[src/rtl/dtu_pkg.sv]
`timescale 1ns/1ps
package dtu_pkg;

   typedef enum logic [1:0] {
      MODE_PRE13   = 2'b00,
      MODE_FULL16  = 2'b01,
      MODE_RELOAD8 = 2'b10,
      MODE_SPLIT   = 2'b11
   } dtu_mode_e;

   typedef struct packed {
      logic      gate_on;
      logic      ext_sel;
      dtu_mode_e mode;
   } dtu_nib_t;

   localparam int unsigned NIB_W    = 4;
   localparam int unsigned N_CHAN   = 2;
   localparam int unsigned ADR_MODE = 0;
   localparam int unsigned ADR_C0LO = 1;
   localparam int unsigned ADR_C0HI = 2;
   localparam int unsigned ADR_C1LO = 3;
   localparam int unsigned ADR_C1HI = 4;

endpackage

[src/rtl/dtu_ctl.sv]
`timescale 1ns/1ps
module dtu_ctl #(
   parameter int SYNC_STAGES = 2
) (
   input  logic clk,
   input  logic rst_n,
   input  logic cnt_pin,
   input  logic gate_pin,
   input  logic run_en,
   input  logic gate_on,
   input  logic ext_sel,
   input  logic tick_sel,
   input  logic tick_a,
   input  logic tick_b,
   output logic step,
   output logic int_tick
);

   logic [SYNC_STAGES-1:0] sync_q;
   logic                   last_q;
   logic                   fall;
   logic                   enabled;

   generate
      if (SYNC_STAGES < 1) begin : g_bad_sync
         $error("dtu_ctl: SYNC_STAGES must be at least 1");
      end
      if (SYNC_STAGES == 1) begin : g_sync_one
         always_ff @(posedge clk or negedge rst_n) begin
            if (!rst_n) sync_q <= '0;
            else        sync_q <= cnt_pin;
         end
      end else begin : g_sync_chain
         always_ff @(posedge clk or negedge rst_n) begin
            if (!rst_n) sync_q <= '0;
            else        sync_q <= {sync_q[SYNC_STAGES-2:0], cnt_pin};
         end
      end
   endgenerate

   always_ff @(posedge clk or negedge rst_n) begin
      if (!rst_n) last_q <= 1'b0;
      else        last_q <= sync_q[SYNC_STAGES-1];
   end

   assign fall     = last_q & ~sync_q[SYNC_STAGES-1];
   assign enabled  = run_en & (~gate_on | gate_pin);
   assign int_tick = tick_sel ? tick_b : tick_a;
   assign step     = enabled & (ext_sel ? fall : int_tick);

endmodule

[src/rtl/dtu_chan.sv]
`timescale 1ns/1ps
module dtu_chan
   import dtu_pkg::*;
#(
   parameter int BYTE_W   = 8,
   parameter int PRE_W    = 5,
   parameter bit SPLIT_OK = 1'b0
) (
   input  logic              clk,
   input  logic              rst_n,
   input  dtu_mode_e         mode,
   input  logic              step,
   input  logic              aux_step,
   input  logic              wr_lo,
   input  logic              wr_hi,
   input  logic [BYTE_W-1:0] wdata,
   output logic [BYTE_W-1:0] lo_q,
   output logic [BYTE_W-1:0] hi_q,
   output logic [1:0]        ovf
);

   localparam int              WIDE_W  = 2 * BYTE_W;
   localparam logic [BYTE_W-1:0] B_ONE  = BYTE_W'(1);
   localparam logic [BYTE_W-1:0] B_MAX  = '1;
   localparam logic [PRE_W-1:0]  P_ONE  = PRE_W'(1);
   localparam logic [PRE_W-1:0]  P_MAX  = '1;
   localparam logic [WIDE_W-1:0] W_ONE  = WIDE_W'(1);

   logic [BYTE_W-1:0] lo_n, hi_n;
   logic [BYTE_W-1:0] sp_lo, sp_hi;
   logic              sp_ovf, sp_aux;
   logic              main_ovf, aux_ovf;
   logic              wr_any;

   assign wr_any = wr_lo | wr_hi;

   generate
      if (PRE_W < 1 || PRE_W >= BYTE_W) begin : g_bad_pre
         $error("dtu_chan: PRE_W must lie between 1 and BYTE_W-1");
      end
      if (SPLIT_OK) begin : g_split
         always_comb begin
            sp_lo  = lo_q;
            sp_hi  = hi_q;
            sp_ovf = 1'b0;
            sp_aux = 1'b0;
            if (step && !wr_lo) begin
               sp_lo  = lo_q + B_ONE;
               sp_ovf = (lo_q == B_MAX);
            end
            if (aux_step && !wr_hi) begin
               sp_hi  = hi_q + B_ONE;
               sp_aux = (hi_q == B_MAX);
            end
         end
      end else begin : g_stop
         always_comb begin
            sp_lo  = lo_q;
            sp_hi  = hi_q;
            sp_ovf = 1'b0;
            sp_aux = 1'b0;
         end
      end
   endgenerate

   always_comb begin
      lo_n     = lo_q;
      hi_n     = hi_q;
      main_ovf = 1'b0;
      aux_ovf  = 1'b0;
      unique case (mode)
         MODE_PRE13: begin
            if (step && !wr_any) begin
               if (lo_q[PRE_W-1:0] == P_MAX) begin
                  lo_n[PRE_W-1:0] = '0;
                  hi_n            = hi_q + B_ONE;
                  main_ovf        = (hi_q == B_MAX);
               end else begin
                  lo_n[PRE_W-1:0] = lo_q[PRE_W-1:0] + P_ONE;
               end
            end
         end
         MODE_FULL16: begin
            if (step && !wr_any) begin
               {hi_n, lo_n} = {hi_q, lo_q} + W_ONE;
               main_ovf     = (hi_q == B_MAX) && (lo_q == B_MAX);
            end
         end
         MODE_RELOAD8: begin
            if (step && !wr_any) begin
               if (lo_q == B_MAX) begin
                  lo_n     = hi_q;
                  main_ovf = 1'b1;
               end else begin
                  lo_n = lo_q + B_ONE;
               end
            end
         end
         MODE_SPLIT: begin
            lo_n     = sp_lo;
            hi_n     = sp_hi;
            main_ovf = sp_ovf;
            aux_ovf  = sp_aux;
         end
      endcase
      if (wr_lo) lo_n = wdata;
      if (wr_hi) hi_n = wdata;
   end

   always_ff @(posedge clk or negedge rst_n) begin
      if (!rst_n) begin
         lo_q <= '0;
         hi_q <= '0;
      end else begin
         lo_q <= lo_n;
         hi_q <= hi_n;
      end
   end

   assign ovf = {aux_ovf, main_ovf};

endmodule

[src/rtl/dual_timer_unit.sv]
`timescale 1ns/1ps
module dual_timer_unit
   import dtu_pkg::*;
#(
   parameter int BYTE_W      = 8,
   parameter int PRE_W       = 5,
   parameter int SYNC_STAGES = 2,
   parameter int ADDR_W      = 3
) (
   input  logic              clk,
   input  logic              rst_n,
   input  logic              reg_we,
   input  logic [ADDR_W-1:0] reg_addr,
   input  logic [BYTE_W-1:0] reg_wdata,
   output logic [BYTE_W-1:0] reg_rdata,
   input  logic [1:0]        run_en,
   input  logic [1:0]        cnt_pin,
   input  logic [1:0]        gate_pin,
   input  logic [1:0]        tick_sel,
   input  logic              tick_a,
   input  logic              tick_b,
   input  logic [1:0]        ovf_clr,
   output logic [1:0]        ovf_flag
);

   localparam int MODE_W = N_CHAN * NIB_W;

   generate
      if (BYTE_W < MODE_W) begin : g_bad_byte
         $error("dual_timer_unit: BYTE_W must hold the mode register");
      end
      if (ADDR_W < 3) begin : g_bad_addr
         $error("dual_timer_unit: ADDR_W must reach address 4");
      end
   endgenerate

   logic [MODE_W-1:0] mode_q;
   dtu_nib_t          nib      [N_CHAN];
   logic [N_CHAN-1:0] step, int_tick, aux_step, wr_lo, wr_hi, flag_set;
   logic [BYTE_W-1:0] cnt_lo   [N_CHAN];
   logic [BYTE_W-1:0] cnt_hi   [N_CHAN];
   logic [1:0]        chan_ovf [N_CHAN];
   logic [BYTE_W-1:0] c0_lo, c0_hi, c1_lo, c1_hi;
   logic              split0;
   logic              wr_mode;

   assign wr_mode  = reg_we && (reg_addr == ADDR_W'(ADR_MODE));
   assign wr_lo[0] = reg_we && (reg_addr == ADDR_W'(ADR_C0LO));
   assign wr_hi[0] = reg_we && (reg_addr == ADDR_W'(ADR_C0HI));
   assign wr_lo[1] = reg_we && (reg_addr == ADDR_W'(ADR_C1LO));
   assign wr_hi[1] = reg_we && (reg_addr == ADDR_W'(ADR_C1HI));

   always_ff @(posedge clk or negedge rst_n) begin
      if (!rst_n)       mode_q <= '0;
      else if (wr_mode) mode_q <= reg_wdata[MODE_W-1:0];
   end

   assign split0 = (nib[0].mode == MODE_SPLIT);

   genvar gi;
   generate
      for (gi = 0; gi < N_CHAN; gi++) begin : g_chan
         assign nib[gi] = dtu_nib_t'(mode_q[gi*NIB_W +: NIB_W]);

         dtu_ctl #(
            .SYNC_STAGES(SYNC_STAGES)
         ) u_ctl (
            .clk      (clk),
            .rst_n    (rst_n),
            .cnt_pin  (cnt_pin[gi]),
            .gate_pin (gate_pin[gi]),
            .run_en   (run_en[gi]),
            .gate_on  (nib[gi].gate_on),
            .ext_sel  (nib[gi].ext_sel),
            .tick_sel (tick_sel[gi]),
            .tick_a   (tick_a),
            .tick_b   (tick_b),
            .step     (step[gi]),
            .int_tick (int_tick[gi])
         );

         if (gi == 0) begin : g_aux_split
            assign aux_step[gi] = split0 & run_en[1] & int_tick[0];
         end else begin : g_aux_none
            assign aux_step[gi] = 1'b0;
         end

         dtu_chan #(
            .BYTE_W   (BYTE_W),
            .PRE_W    (PRE_W),
            .SPLIT_OK (gi == 0)
         ) u_chan (
            .clk      (clk),
            .rst_n    (rst_n),
            .mode     (nib[gi].mode),
            .step     (step[gi]),
            .aux_step (aux_step[gi]),
            .wr_lo    (wr_lo[gi]),
            .wr_hi    (wr_hi[gi]),
            .wdata    (reg_wdata),
            .lo_q     (cnt_lo[gi]),
            .hi_q     (cnt_hi[gi]),
            .ovf      (chan_ovf[gi])
         );

         always_ff @(posedge clk or negedge rst_n) begin
            if (!rst_n)             ovf_flag[gi] <= 1'b0;
            else if (flag_set[gi])  ovf_flag[gi] <= 1'b1;
            else if (ovf_clr[gi])   ovf_flag[gi] <= 1'b0;
         end
      end
   endgenerate

   assign flag_set[0] = chan_ovf[0][0];
   assign flag_set[1] = split0 ? chan_ovf[0][1] : (chan_ovf[1][0] | chan_ovf[1][1]);

   assign c0_lo = cnt_lo[0];
   assign c0_hi = cnt_hi[0];
   assign c1_lo = cnt_lo[1];
   assign c1_hi = cnt_hi[1];

   always_comb begin
      unique case (reg_addr)
         ADDR_W'(ADR_MODE): reg_rdata = BYTE_W'(mode_q);
         ADDR_W'(ADR_C0LO): reg_rdata = c0_lo;
         ADDR_W'(ADR_C0HI): reg_rdata = c0_hi;
         ADDR_W'(ADR_C1LO): reg_rdata = c1_lo;
         ADDR_W'(ADR_C1HI): reg_rdata = c1_hi;
         default:           reg_rdata = '0;
      endcase
   end

endmodule

[config.mk]
export PLATFORM = sky130hd
export DESIGN_NAME = dual_timer_unit
export DESIGN_NICKNAME = d
export VERILOG_FILES = /design/src/rtl/dtu_pkg.sv /design/src/rtl/dtu_ctl.sv /design/src/rtl/dtu_chan.sv /design/src/rtl/dual_timer_unit.sv
export SDC_FILE = /design/constraint.sdc
export NUM_CORES = 1
export LEC_CHECK = 0
export BUFFER_PORTS_ARGS = -buffer_cell sky130_fd_sc_hd__buf_2
export CAP_MARGIN = 20
export CORE_MARGIN = 2
export CORE_UTILIZATION = 60
export CTS_CLUSTER_DIAMETER = 60
export DETAILED_ROUTE_END_ITERATION = 16
export GPL_TIMING_DRIVEN = 0
export PLACE_DENSITY = 0.9
export SLEW_MARGIN = 30
export SYNTH_ARGS = -nofsm -noshare
export SYNTH_HDL_FRONTEND = slang
export SYNTH_SLANG_ARGS = --single-unit
[constraint.sdc]
create_clock -name clk -period 4.1 [get_ports clk]
set_input_delay 0.82 -clock clk [delete_from_list [all_inputs] [get_ports clk]]
set_output_delay 0.82 -clock clk [all_outputs]
set_load 0.01 [all_outputs]
=== After elaboration in Yosys (flattened, before gate mapping) ===
Cells that the tools add are included.
Widths: inputs -> output; s select.

* Flip-flop bits (word level): 48
* Input bits: 26
* Word-level logic and storage cells: 150

* Add/sub/neg operators: 8
* Equal/unequal tests: 31
* Muxes and demuxes: 52
* Bitwise gates (word level): 16
* Reduce and logical (&&, ||, !) cells: 30

{| class="wikitable"
|+ Operators by type and width
! kind !! count
|-
| $mux 8 || 18
|-
| $ne 3x1->1 const B || 14
|-
| $pmux 8 s5 || 1
|-
| $add 16x1->16 const B || 2
|-
| $add 8x1->8 const B || 4
|-
| $eq 8x8->1 const B || 4
|-
| $pmux 8 s3 || 1
|-
| $mux 1 || 21
|-
| $mux 5 || 4
|-
| $pmux 5 s4 || 1
|-
| $pmux 8 s2 || 1
|-
| $reduce_and 4->1 || 4
|-
| $pmux 5 s3 || 1
|-
| $logic_and 1x1->1 || 11
|-
| $add 5x1->5 const B || 2
|-
| $eq 5x5->1 const B || 2
|-
| $pmux 3 s3 || 1
|-
| $and 1x1->1 || 8
|-
| $eq 2x2->1 const B || 4
|-
| $pmux 1 s4 || 2
|-
| $reduce_bool 4->1 || 2
|-
| $eq 3x2->1 const B || 2
|-
| $pmux 3 s2 || 1
|-
| $reduce_bool 3->1 || 2
|-
| 12 further kinds || 24
|}

=== Logic depth before layout (Yosys ltp) ===
Gate-level depths: netlist of run 1.

* Depth in word-level cells: 9
* Gate-level depth with buffers: 9

=== Hierarchy ===
A second synthesis of run 1 with hierarchy kept.

* Cell total of the unflattened synthesis: 459
* Area, all modules: 4,085.2 um^2

{| class="wikitable"
|+ Modules (own cells, without submodules)
! module !! times used !! cells each !! area an instance (um^2) !! seq. area each (um^2)
|-
| dtu_chan at g_chan[0].u_chan || 1 || 192 || 1,587.8 || 400.4
|-
| dtu_chan at g_chan[1].u_chan || 1 || 172 || 1,485.2 || 400.4
|-
| dual_timer_unit || 1 || 77 || 764.5 || 250.2
|-
| dtu_ctl || 2 || 9 || 123.9 || 75.1
|}

=== Worst setup path after synthesis of run 1 ===
No wires, ideal clock.

* Kind: input-to-output
* From: input port reg_addr[1]
* To: output port reg_rdata[6]
* Arrival time: 1,877 ps
* Required time: 3,280 ps
* Path slack: 1,403 ps
* Cell stages on the path: 4
* Path buffers: 2
* Cell sequence: buf_1 > clkbuf_1 > a31oi_1 > o22ai_1

* Word-level cells in the longest chain between the ends: 2

{| class="wikitable"
|+ Ends and longest elaborated chain
! item !! line !! text
|-
| from (decl) || dual_timer_unit.sv:13 || <nowiki>input logic [ADDR_W-1:0] reg_addr,</nowiki>
|-
| $eq 3x3->1, or another cell as far along || dual_timer_unit.sv:123 || <nowiki>unique case (reg_addr)</nowiki>
|-
| $pmux 8 s5 (*) || dual_timer_unit.sv:123 ||
|-
| to (decl) || dual_timer_unit.sv:15 || <nowiki>output logic [BYTE_W-1:0] reg_rdata,</nowiki>
|}

Every way passes the cells marked *; elsewhere a longest branch is shown, timed or not.

=== Worst setup path in the final report of run 1 ===
* From: input port reg_addr[1]
* To: output port reg_rdata[7]

Same word-level chain as after synthesis.

==> impl_metrics.ini, run 1 <==
[routing]
dr.pass1.iters = 5
vias_per_cell = 6.755
wl_per_cell_microns = 19.34
routed_wl_mm = 10.74
drt_iter0_drc = 501
route.detailed.drc = 0
num_vias = 3749
ant_nets = 0

[critical_path]
crit_arrival_ns = 2.47
cp-start-kind = input port
reg2reg_slack_ns = 0.89
critPathKind = input port to output pin
cp.required_ns = 3.28
cp_max_fo = 10
cp_slowest_stage_delay_ns = 0.48
r2r_cells = 9
r2r_end = g_chan[0].u_chan.hi_q[7]$_DFFE_PN0P_
rr_startpoint = g_chan[0].u_chan.lo_q[0]$_DFFE_PN0P_
end_kind = output pin
cp_slowest_cell = buf_1
path_common_cell = buf_2
path_cells = buf_2, buf_1, clkbuf_1, nor2_1, a21oi_1, o22ai_1, buf_2

[sta]
maxSlewHeadroom_pct = 39.25
fin_tns_setup_ns = 0
rsz0062_at_grt = no
min_period_ns = 3.286
slew_violations = 0
period_share_pct = 80.14
fin_ws_ns = 0.8144
hold_viol = 0
worst_pin_slew_ns = 0.9113
fin_skew_ns = 0.009046
max_freq_ghz = 0.3044
holdWs_ns = 0.3629
setup_viol = 0

[global_routing]
grt_first_pass_wirelength_mm = 17.06
grt-ovfl-total = 0
grt_max_degree = 49
antenna_found_initial = 0
grt_usage_pct = 33.44
grt_pass1_vias = 3388

[die]
start_util_pct = 61.61
fp-row-count = 28
core_area_sq_um = 5886
pin_count = 36
die_x_microns = 81.74
die_h_microns = 81.74
dieArea_sq_um = 6681

[yosys]
syn_avg_cell_area_sq_um = 8.278
synth_edf_count = 0
syn-num-nets = 479
yosys-top-cells-area = dfrtp_1 (33%), nand2_1 (6.3%), mux2i_1 (6.1%)
synth_area_sq_um = 3626
ys_seq_elements = 48
ys.warnings.count = 0
async_flop_share_pct = 100.0
synth_cells = 438
ys_types = 61
synthFlopType = dfrtp_1
yosysTopAreaCell = dfrtp_1
seq_area_frac_synth_pct = 33.13
yosys.area.top_type_share_pct = 33.13

[clock_network]
cts-resized-gates = 0
numCtsBuffers = 5
cts_setup_buffers = 0
cts.sinks = 48
root_buffer = clkbuf_8
postCtsHoldBufs = 0
cts_max_level = 2
cts_tree = done
clk_pin_slew_ns = 0.10
clockBufferDepth = 2
clk-insertion-delay-late_ns = 0.32

[final_layout]
layout_common_cells = nand2_1 (61), dfrtp_1 (48), buf_2 (36), nor2_1 (29), o21ai_0 (29)
diodes = 0
nFillCells = 493
mostFrequentLayoutCell = nand2_1
stdcell_count = 555
drive_gt1_share_pct = 12.29
area_delta_synth_final_pct = 9.938
nets = 520

[power_and_ir_drop]
leakage_nw = 1.718
power_mw = 2.049
p_per_area_nw_per_um2 = 514.0
peakVddDrop_v = 0.0002504

[place]
pre_cts_slack_ns = 0.8968
port-buffer-count = 34
placed_cells = 547
gp_congestion = 0.9593
dp_hpwl_mm = 7.651

[hold_path]
hp-class = flip-flop to flip-flop
holdPathStages = 0
min_delay_worst_endpoint = g_chan[1].u_ctl.sync_q[1]$_DFF_PN0_
worstHoldStart = g_chan[1].u_ctl.sync_q[0]$_DFF_PN0_

[run]
cap_violations = 0

[outcome]
run_status = finished clean
==> routing by layer <==
| layer | vias to the layer above | global-route usage, % | share of wire [%] |
|---|---|---|---|
| li1 | 1704 | - | - |
| met5 | - | 0 | 0 |
| met1 | 1750 | 47.46 | 41 |
| met2 | 252 | 48.46 | 44 |
| met4 | 0 | 17.50 | 4.6 |
| met3 | 43 | 5.934 | 10 |
==> worst max-delay path by stage <==
| stage | startpoint | to | slack [ns] | cells after the start |
|---|---|---|---|---|
| floorplan | reg_addr[1] | reg_rdata[6] | 1.40 | 4 |
| global placement | reg_addr[1] | reg_rdata[2] | 0.95 | 7 |
| detailed placement | reg_addr[1] | reg_rdata[7] | 0.90 | 7 |
| global route | g_chan[0].u_chan.lo_q[0]$_DFFE_PN0P_ | g_chan[0].u_chan.hi_q[3]$_DFFE_PN0P_ | 0.69 | 9 |
| CTS | reg_addr[1] | reg_rdata[1] | 0.87 | 7 |
| finish | reg_addr[1] | reg_rdata[7] | 0.81 | 7 |
==> state kept, by name (all words and copies together), names as in the netlist <==
signal	flops
g_chan.u_chan.lo_q	16
g_chan.u_chan.hi_q	16
g_chan.u_ctl.last_q	2
ovf_flag	2
mode_q	8
g_chan.u_ctl.sync_q	4
==> cells by family (layout without fill, tap and decap cells) <==
family / count (synthesis) / count (layout) / share of synthesized area (%)
adders and majority gates: 15 / 15 / 5.176
muxes: 31 / 31 / 9.178
and+or+nand+nor: 170 / 170 / 23.84
AOI/OAI and AO/OA: 119 / 119 / 20.84
DFF: 48 / 48 / 33.13
xor gates and xnor gates: 14 / 14 / 3.382
buffers and inverters: 41 / 83 / 4.451
==> area by class of cell <==
| type | count | area (sq um) | share of cell area (%) |
|---|---|---|---|
| Tap cell | 75 | 93.84 | 2.354 |
| Timing Repair Buffer | 34 | 172.7 | 4.331 |
| Sequential cell | 48 | 1201 | 30.13 |
| Buffer | 24 | 97.59 | 2.448 |
| Clock buffer | 5 | 68.82 | 1.726 |
| Inverter | 17 | 63.81 | 1.601 |
| Clock inverter | 3 | 25.02 | 0.6277 |
| Multi-Input combinational cell | 349 | 2263 | 56.78 |
==> synth_stat cells (all sizes together) (12+ instances only) <==
| library cell | instances |
|---|---|
| clkbuf | 18 |
| mux2i | 22 |
| ha | 15 |
| o22ai | 14 |
| o21ai | 39 |
| inv | 17 |
| nor2 | 30 |
| and3 | 12 |
| dfrtp | 48 |
| nand3 | 22 |
| a21oi | 23 |
| nand2 | 61 |
==> metrics by stage <==
step	utilization, %	area [sq um]
3_3_place_gp	66.09	3890
4_1_cts	67.73	3986
2_1_floorplan	-	3626
3_5_place_dp	66.14	3892
5_1_grt	67.73	3986
6_report	67.73	3986
==> worst max-delay path: cells and delay by family <==
family	cells	cell delay (ns)
AO/OA/AOI/OAI	2	0.32
buffers and inverters	4	1.21
AND/OR/NAND/NOR	1	0.12
==> power by group <==
part | switching [mW] | internal, mW
sequential | 0.246 | 0.612
combinational | 0.498 | 0.380
clock | 0.189 | 0.125
total | 0.932 | 1.12
Note: power is estimated with default switching activity, not from simulation.
==> inputs of run 2 (changes only) <==
--- a/config.mk
+++ b/config.mk
@@ -5,6 +5,7 @@
 export SDC_FILE = /design/constraint.sdc
 export NUM_CORES = 1
 export LEC_CHECK = 0
+export ABC_AREA = 1
 export BUFFER_PORTS_ARGS = -buffer_cell sky130_fd_sc_hd__buf_2
 export CAP_MARGIN = 20
 export CORE_MARGIN = 2
@@ -12,7 +13,7 @@
 export CTS_CLUSTER_DIAMETER = 60
 export DETAILED_ROUTE_END_ITERATION = 16
 export GPL_TIMING_DRIVEN = 0
-export PLACE_DENSITY = 0.9
+export PLACE_DENSITY = 0.89
 export SLEW_MARGIN = 30
 export SYNTH_ARGS = -nofsm -noshare
 export SYNTH_HDL_FRONTEND = slang
==> constraint.sdc (replaced) <==
create_clock -name clk -period 3.4 [get_ports clk]
set_input_delay 0.68 -clock clk [delete_from_list [all_inputs] [get_ports clk]]
set_output_delay 0.68 -clock clk [all_outputs]
set_load 0.01 [all_outputs]
==> impl_metrics.ini, run 2 <==
[sta]
holdWs_ns = 0.3601
period_share_pct = 76.73
fin_tns_setup_ns = 0
worst_pin_slew_ns = 0.6838
slew_violations = 0
setup_viol = 0
max_freq_ghz = 0.3833
min_period_ns = 2.609
fin_skew_ns = 0.009297
hold_viol = 0
rsz0062_at_grt = no
maxSlewHeadroom_pct = 53.93

[global_routing]
grt_usage_pct = 34.10
antenna_found_initial = 0
grt_pass1_vias = 4093
grt_first_pass_wirelength_mm = 19.91
grt_max_degree = 49
grt-ovfl-total = 0

[yosys]
syn_avg_cell_area_sq_um = 6.345
async_flop_share_pct = 100.0
synth_edf_count = 0
seq_area_frac_synth_pct = 29.39
ys.warnings.count = 0
synth_cells = 644
ys_seq_elements = 48
synth_most_common_cell = nand2_1
synthFlopType = dfrtp_1
yosys-top-cells-area = dfrtp_1 (29%), nand2_1 (21%), nand3_1 (10%)
yosysTopAreaCell = dfrtp_1
ys_types = 38
syn-num-nets = 685
synthTopCellsByCount = nand2_1 (225), nand3_1 (83), inv_1 (79)
yosys.area.top_type_share_pct = 29.39
synth_area_sq_um = 4086

[clock_network]
cts_setup_buffers = 0
cts_max_level = 2
clk-insertion-delay-late_ns = 0.31
numCtsBuffers = 5
postCtsHoldBufs = 0
cts_tree = done
clockBufferDepth = 2
root_buffer = clkbuf_8
clk_pin_slew_ns = 0.09
cts-resized-gates = 0
cts.sinks = 48

[die]
core_area_sq_um = 6681
die_h_microns = 86.53
fp-row-count = 30
pin_count = 36
die_x_microns = 86.53
dieArea_sq_um = 7487
start_util_pct = 61.16

[routing]
dr.pass1.iters = 5
route.detailed.drc = 0
routed_wl_mm = 12.22
wl_per_cell_microns = 15.97
ant_nets = 0
num_vias = 4458
vias_per_cell = 5.827
drt_iter0_drc = 404

[final_layout]
reg.largest.list = g_chan.u_chan.hi_q: 16 flops, g_chan.u_chan.lo_q: 16 flops, mode_q: 8 flops
layout_common_cells = nand2_1 (225), nand3_1 (83), inv_1 (79), nor2_1 (51), dfrtp_1 (48)
drive_gt1_share_pct = 10.80
nets = 725
mostFrequentLayoutCell = nand2_1
diodes = 0
area_delta_synth_final_pct = 9.369

[critical_path]
path_common_cell = o21ai_0
end_kind = output pin
path_cells = buf_4, nor2_1, nand2_1, o21ai_0, a221oi_1, o21ai_0, buf_2
critPathLaunch = reg_addr[1]
rr_startpoint = g_chan[0].u_chan.lo_q[0]$_DFFE_PN0P_
cp.required_ns = 2.72
r2r_cells = 10
path_delay_family = compound AO/OA/AOI/OAI gates
worstSetupPathDepth = 7
crit_arrival_ns = 1.93
path_buf_inv = 2
cp-start-kind = input port
cp_slowest_cell = a221oi_1
cp_max_fo = 8
cp_slowest_stage_delay_ns = 0.28
critPathKind = input port to output pin

[place]
gp_congestion = 1.010
port-buffer-count = 33
dp_hpwl_mm = 9.312

[power_and_ir_drop]
leakage_nw = 2.350
switching_power_mw = 1.310
peakVddDrop_v = 0.0002844
switching_share_pct = 47.82
pwr-share-seq_pct = 37.7
p_comb_share_pct = 46.2
p_per_area_nw_per_um2 = 612.9
internal-power_mw = 1.429
clkPwrFrac_pct = 16.1

[hold_path]
worstHoldStart = g_chan[0].u_ctl.sync_q[0]$_DFF_PN0_
hp-class = flip-flop to flip-flop
holdPathStages = 0

[run]
cap_violations = 0

[outcome]
run_status = finished clean
## run 2: final cells by class
type / instances / area [sq um]
sequential: 48 / 1201
fill: 600 / 2212
tap: 80 / 100.1
clock buffer: 5 / 68.82
clock inverter: 3 / 46.29
timing repair buffer: 33 / 167.7
multi-input combinational: 503 / 2514
inverter: 83 / 311.5
buffer: 10 / 60.06
## run 2: metal layers
layer | vias up | share of wire, % | track usage, %
met3 | 51 | 7.0 | 4.190
li1 | 2158 | - | -
met2 | 243 | 47 | 56.57
met5 | - | 0 | 0
met1 | 2006 | 41 | 43.64
met4 | 0 | 4.8 | 17.47
## run 2: path summary, 6_finish.rpt
path | slack (ns) | end
min in group asynchronous | 0.37 | g_chan[1].u_chan.lo_q[3]$_DFFE_PN0P_
min | 0.36 | g_chan[0].u_ctl.sync_q[1]$_DFF_PN0_
max | 0.79 | reg_rdata[1]
min reg2reg | 0.36 | g_chan[0].u_ctl.sync_q[1]$_DFF_PN0_
max in group asynchronous | 2.59 | g_chan[0].u_chan.hi_q[3]$_DFFE_PN0P_
max reg2reg | 0.93 | g_chan[0].u_chan.hi_q[2]$_DFFE_PN0P_
## run 2: stage by stage
step                setup slack, ns  power [mW]  utilization (%)  area (sq um)  instances
global placement             0.8364       2.223            65.13          4352        757
detailed placement           0.8522       2.268            65.17          4354        757
CTS                          0.8430       2.712            66.89          4469        765
floorplan                     1.176       1.888                -          4086        644
finish                       0.7912       2.739            66.89          4469        765
global route                 0.6892       2.973            66.89          4469        765
## run 2: cell families after synthesis
logic type      after synthesis  share of synthesized area [%]
buf+inv                      93                          9.093
compound gates               73                          10.50
xor+xnor                     14                          3.001
simple gates                401                          43.42
fa+ha+maj                    15                          4.593
flops                        48                          29.39
## run 2: power by group through the flow
stage / clock, mW / combinational [mW] / sequential [mW]
6_report: 0.441 / 1.27 / 1.03
3_5_place_dp: 0 / 1.24 / 1.03
2_1_floorplan: 0 / 0.955 / 0.933
3_3_place_gp: 0 / 1.20 / 1.02
4_1_cts: 0.445 / 1.25 / 1.02
5_1_grt: 0.466 / 1.45 / 1.06
